### src/rtl/stk8_core.sv
`timescale 1ns/1ps
module stk8_core #(
  parameter int DW = 8,
  parameter logic [2*DW-1:0] SP_RESET = 16'hFFFA
)(
  input  logic            clk,
  input  logic            rst,
  output logic [2*DW-1:0] mem_addr,
  output logic [DW-1:0]   mem_wdata,
  output logic            mem_we,
  input  logic [DW-1:0]   mem_rdata,
  output logic            halted,
  output logic            faulted,
  output logic            flag_z,
  output logic            flag_n
);
  localparam int AW = 2 * DW;
  localparam logic [AW-1:0] ONE = AW'(1);
  localparam logic [AW-1:0] TWO = AW'(2);

  localparam logic [3:0] OP_NOP = 4'h0, OP_HLT = 4'h1, OP_PSI = 4'h2, OP_PSX = 4'h3,
                         OP_POP = 4'h4, OP_PPX = 4'h5, OP_JZC = 4'h6, OP_JNC = 4'h7,
                         OP_ADD = 4'h8, OP_SUB = 4'h9, OP_NOR = 4'hA;

  typedef enum logic [3:0] {
    S_FETCH, S_DEC, S_XHI, S_XLO, S_WR, S_ALA, S_ALB, S_STOP
  } state_t;

  state_t          st;
  logic [AW-1:0]   pc, sp, mr;
  logic [3:0]      op;
  logic [DW-1:0]   alu_y;
  logic [3:0]      nib;
  logic            alu_nib;

  assign nib     = mem_rdata[3:0];
  assign alu_nib = (nib == OP_ADD) || (nib == OP_SUB) || (nib == OP_NOR);

  always_comb begin
    case (op)
      OP_ADD:  alu_y = mr[DW-1:0] + mem_rdata;
      OP_SUB:  alu_y = mr[DW-1:0] - mem_rdata;
      default: alu_y = ~(mr[DW-1:0] | mem_rdata);
    endcase
  end

  always_comb begin
    mem_addr  = pc;
    mem_we    = 1'b0;
    mem_wdata = mem_rdata;
    case (st)
      S_DEC:  mem_addr = alu_nib ? sp + ONE : pc + ONE;
      S_XHI:  mem_addr = pc + ONE;
      S_XLO:  mem_addr = (op == OP_PPX) ? sp + ONE : {mr[AW-1:DW], mem_rdata};
      S_WR: begin
        mem_we   = 1'b1;
        mem_addr = (op == OP_PPX) ? mr : sp;
      end
      S_ALA:  mem_addr = sp + TWO;
      S_ALB: begin
        mem_we    = 1'b1;
        mem_addr  = sp + TWO;
        mem_wdata = alu_y;
      end
      default: ;
    endcase
  end

  always_ff @(posedge clk) begin
    if (rst) begin
      st      <= S_FETCH;
      pc      <= '0;
      sp      <= SP_RESET;
      mr      <= '0;
      op      <= OP_NOP;
      halted  <= 1'b0;
      faulted <= 1'b0;
      flag_z  <= 1'b0;
      flag_n  <= 1'b0;
    end else begin
      case (st)
        S_FETCH: st <= S_DEC;
        S_DEC: begin
          op <= nib;
          if (nib > OP_NOR) begin
            faulted <= 1'b1;
            st      <= S_STOP;
          end else begin
            pc <= pc + ONE;
            case (nib)
              OP_NOP: st <= S_FETCH;
              OP_HLT: begin
                halted <= 1'b1;
                st     <= S_STOP;
              end
              OP_PSI: st <= S_WR;
              OP_POP: begin
                sp <= sp + ONE;
                st <= S_FETCH;
              end
              OP_ADD, OP_SUB, OP_NOR: st <= S_ALA;
              default: st <= S_XHI;
            endcase
          end
        end
        S_XHI: begin
          mr[AW-1:DW] <= mem_rdata;
          st          <= S_XLO;
        end
        S_XLO: begin
          mr[DW-1:0] <= mem_rdata;
          case (op)
            OP_JZC: begin
              pc <= !flag_z ? {mr[AW-1:DW], mem_rdata} : pc + TWO;
              st <= S_FETCH;
            end
            OP_JNC: begin
              pc <= !flag_n ? {mr[AW-1:DW], mem_rdata} : pc + TWO;
              st <= S_FETCH;
            end
            default: st <= S_WR;
          endcase
        end
        S_WR: begin
          sp <= (op == OP_PPX) ? sp + ONE : sp - ONE;
          pc <= pc + ((op == OP_PSI) ? ONE : TWO);
          st <= S_FETCH;
        end
        S_ALA: begin
          mr[DW-1:0] <= mem_rdata;
          st         <= S_ALB;
        end
        S_ALB: begin
          sp <= sp + ONE;
          if (op != OP_NOR) begin
            flag_z <= (alu_y == '0);
            flag_n <= alu_y[DW-1];
          end
          st <= S_FETCH;
        end
        default: st <= S_STOP;
      endcase
    end
  end

  a_r3_fault_sticky: assert property (@(posedge clk) disable iff (rst)
    faulted |=> faulted);

  a_r4_stopped_no_write: assert property (@(posedge clk) disable iff (rst)
    (halted || faulted) |-> !mem_we);

  a_r4_stopped_addr_frozen: assert property (@(posedge clk) disable iff (rst)
    (halted || faulted) |=> $stable(mem_addr));

  a_r5_push_lowers_sp: assert property (@(posedge clk) disable iff (rst)
    (st == S_WR && op != OP_PPX) |=> sp == $past(sp) - ONE);

  a_r9_nor_keeps_flags: assert property (@(posedge clk) disable iff (rst)
    (st == S_ALB && op == OP_NOR) |=> $stable({flag_z, flag_n}));

  a_r8_alu_writes_once: assert property (@(posedge clk) disable iff (rst)
    (st == S_ALB) |=> !mem_we);
endmodule

### config.mk
export PLATFORM = sky130hd
export DESIGN_NAME = stk8_core
export DESIGN_NICKNAME = d
export VERILOG_FILES = /design/src/rtl/stk8_core.sv
export SDC_FILE = /design/constraint.sdc
export NUM_CORES = 1
export LEC_CHECK = 0
export BUFFER_PORTS_ARGS = -buffer_cell sky130_fd_sc_hd__buf_2
export CORE_MARGIN = 10
export CORE_UTILIZATION = 42
export DETAILED_ROUTE_END_ITERATION = 10
export GPL_ROUTABILITY_DRIVEN = 0
export SETUP_SLACK_MARGIN = 0.4
export SKIP_CTS_REPAIR_TIMING = 1
export SLEW_MARGIN = 20
export SYNTH_ARGS = -nofsm -noshare
export SYNTH_HDL_FRONTEND = slang
export SYNTH_SLANG_ARGS = --single-unit
### constraint.sdc
create_clock -name clk -period 7.8 [get_ports clk]
set_clock_uncertainty 0.05 [all_clocks]
set_input_delay 1.56 -clock clk [delete_from_list [all_inputs] [get_ports clk]]
set_output_delay 1.56 -clock clk [all_outputs]
set_load 0.01 [all_outputs]
==> reports/results.tsv <==
metric	value	unit
run status	finished clean	
post-synthesis async set-or-reset flop share	0	%
CP arrival	4.52	ns
GR Overflow Total	0	
synth unique cells	73	
CP Launch Type	input port	
Syn Inst Count	910	
Worst VDD drop	111	uV
syn_area_per_cell	6.69	um^2
clk sinks	59	
IO buf count	38	
CP Class	input port to output port	
Worst Path Max Fanout	12	
largest net degree at the start of global routing	49	
Final Hold Viols	0	
fin nets	916	
LEAKAGE	2.44	nW
H-tree Lvls	3	
largest family of logic cells by synthesized area	compound AO/OA/AOI/OAI gates	
CTS tree	yes	
global-route wire length before repair	33900	um
Worst Setup EP	mem_addr[6]	
Synth Cell Area	0.00609	mm^2
Compound-Gate Fraction of Synth Area	29.4	%
initial antenna violation count	0	
Root Buffer	clkbuf_16	
multiplexer share of the synthesized area	3.80	%
adder and majority gate portion of the synthesized area	4.76	%
DR vias	6763	
die span in x	140	um
M2 GR Usage	31.9	%
post-DR vias/cell	6.33	
CTS max path bufs	2	
CTS clk-pin slew, worst paths	0.04	ns
drt pass-1 iters	5	
Final Non-Filler Cells	1069	
Reg-to-Reg Start	op[3]	
PwrDens	194	mW/mm^2
EDFF count, synth	0	
Commonest cells post-synth	nor2_1 (122), nand2_1 (108), clkbuf_1 (77)	
Worst Setup End Kind	output port	
iteration-0 DRC count of the detailed router	941	
period utilization	78.6	%
RSZ-0062 raised after global routing	no	
CTS Buf Count	9	
residual DRC count	0	
Detail Route Antenna Nets	0	
clock insertion delay at the later pin of the skew report	0.34	ns
Hold Path Class	flop to flop	
slew of the pin with the lowest slew margin	1.11	ns
most frequent cell after synthesis	nor2_1	
cell type with the largest total area after synthesis	dfxtp_1	
GR Util met1	28.7	%
Seq cells post-synth	59	
Final TNS setup	0	ns
dpl cells	1053	
Die Span Y	140	um
post-synthesis simple-gate area fraction	28.5	%
Critical R2R Capture	flag_n	
# diodes	0	
I/O pin total	39	
# Max-Cap Violations	0	
post-DP HPWL	15100	um
met3 usage	4.16	%
post-synthesis xor/xnor area fraction	7.33	%
top cells by area, synth	dfxtp_1 (19%), nor2_1 (7.5%), nand2_1 (6.7%)	
endpoints failing setup	0	
reg-to-reg setup timing slack	4.34	ns
Hold Path Cell Cnt	2	
Crit path required time	6.19	ns
core area	0.0140	mm^2
Seq/Total Area, Yosys	19.4	%
share of layout cells above drive strength 1	9.22	%
Setup crit start	mem_rdata[1]	
Initial Utilization	43.4	%
syn_nets	942	
grt peak-use layer	met2	
Synth top area share	19.4	%
Worst R2R Path Depth	13	
Main synth FF type	dfxtp_1	
synth-to-layout area growth	8.26	%
vias in the first global route	6006	
min cycle time layout	6.13	ns
Rows	43	
Tot GR Track Use	20.9	%
final max-slew violation count	0	
die outline area	0.0197	mm^2
Synth warnings	0	
worst rel slew slack	25.8	%
Peak Freq	163	MHz
wire per inst	20.2	um
drt total wl	21600	um
-- registers in the layout, indices dropped and copies added (netlist names) --
| register | flops |
|---|---|
| pc | 16 |
| flag_z | 1 |
| mr | 16 |
| faulted | 1 |
| st | 3 |
| op | 4 |
| halted | 1 |
| sp | 16 |
| flag_n | 1 |
-- per-stage QoR --
stage	area (um^2)	hold WS (ns)	power, W	setup slack, ns	utilization [%]
floorplan	6090	0.405	0.000694	2.07	-
global placement	6270	0.415	0.000840	1.72	44.7
detailed placement	6270	0.419	0.000841	1.72	44.7
CTS	6600	0.431	0.00128	1.69	47.0
global route	6600	0.447	0.00135	1.38	47.0
finish	6600	0.430	0.00128	1.67	47.0
-- worst min-delay path by stage --
stage / endpoint / slack (ns) / from
final: faulted / 0.43 / faulted
after CTS: faulted / 0.43 / faulted
after floorplan: mr[0] / 0.40 / mr[0]
after detailed placement: faulted / 0.42 / faulted
after global placement: faulted / 0.41 / faulted
after global routing: faulted / 0.45 / faulted
-- where the power goes --
part | internal (W) | switching [W] | total, W | leakage, nW
logic | 0.000173 | 0.000282 | 0.000455 | 1.80
clock network | 0.000288 | 0.000147 | 0.000435 | 0.157
registers | 0.000326 | 0.0000657 | 0.000392 | 0.480
total | 0.000787 | 0.000495 | 0.00128 | 2.44
-- cell type report --
type | instances | area, um^2
clock inverters | 4 | 73.8
clock buffers | 12 | 246
multi-input cells | 746 | 4520
well taps | 180 | 225
repair buffers | 51 | 288
inverters | 17 | 63.8
fillers | 1475 | 7450
flip-flops and latches | 59 | 1180
-- metal layers --
layer / part of all wire [%] / wire length, um / vias to the layer above
met5: 0 / 0 / -
met4: 2.1 / 456 / 0
met3: 8.0 / 1730 / 28
met2: 44 / 9540 / 335
met1: 46 / 9820 / 3156
li1: - / - / 3244
-- cells by family after synthesis --
family | count (synthesis)
flip-flops | 59
AND/OR/NAND/NOR | 367
AO/OA/AOI/OAI | 283
adder cells (fa/ha/maj) | 22
XOR/XNOR | 51
buffers and inverters | 105
multiplexers | 23
-- cells in the final DEF (no fill, tap or decap), drive strengths merged, types with 4 or more instances in the layout --
cell type / netlist / final
nor2: 122 / 122
nand2: 108 / 108
a21oi: 76 / 76
o21ai: 75 / 75
dfxtp: 59 / 59
buf: 11 / 51
xnor2: 33 / 33
nand3: 25 / 25
a211oi: 23 / 23
mux2i: 22 / 22
nor3: 21 / 21
ha: 20 / 20
xor2: 18 / 18
o22ai: 18 / 18
inv: 17 / 17
and3: 12 / 12
a31oi: 12 / 12
clkbuf: 77 / 12
or3: 11 / 11
nand4: 11 / 11
nor2b: 9 / 9
a22oi: 8 / 8
a221oi: 7 / 7
o211ai: 7 / 7
nor4: 6 / 6
o21a: 6 / 6
nor3b: 6 / 6
or4: 6 / 6
or2: 5 / 5
nand3b: 4 / 4
a2111oi: 4 / 4
nand2b: 4 / 4
o31ai: 4 / 4
or3b: 4 / 4
-- critical path, stage by stage --
cell,delay [ns]
buf_2,0.18
inv_1,0.17
ha_1,0.29
nor3_1,0.10
or3b_2,0.57
a21oi_1,0.75
o21ai_0,0.19
a2111oi_0,0.39
o21ai_0,0.14
buf_2,0.17
Note: power is estimated with default switching activity, not from simulation.
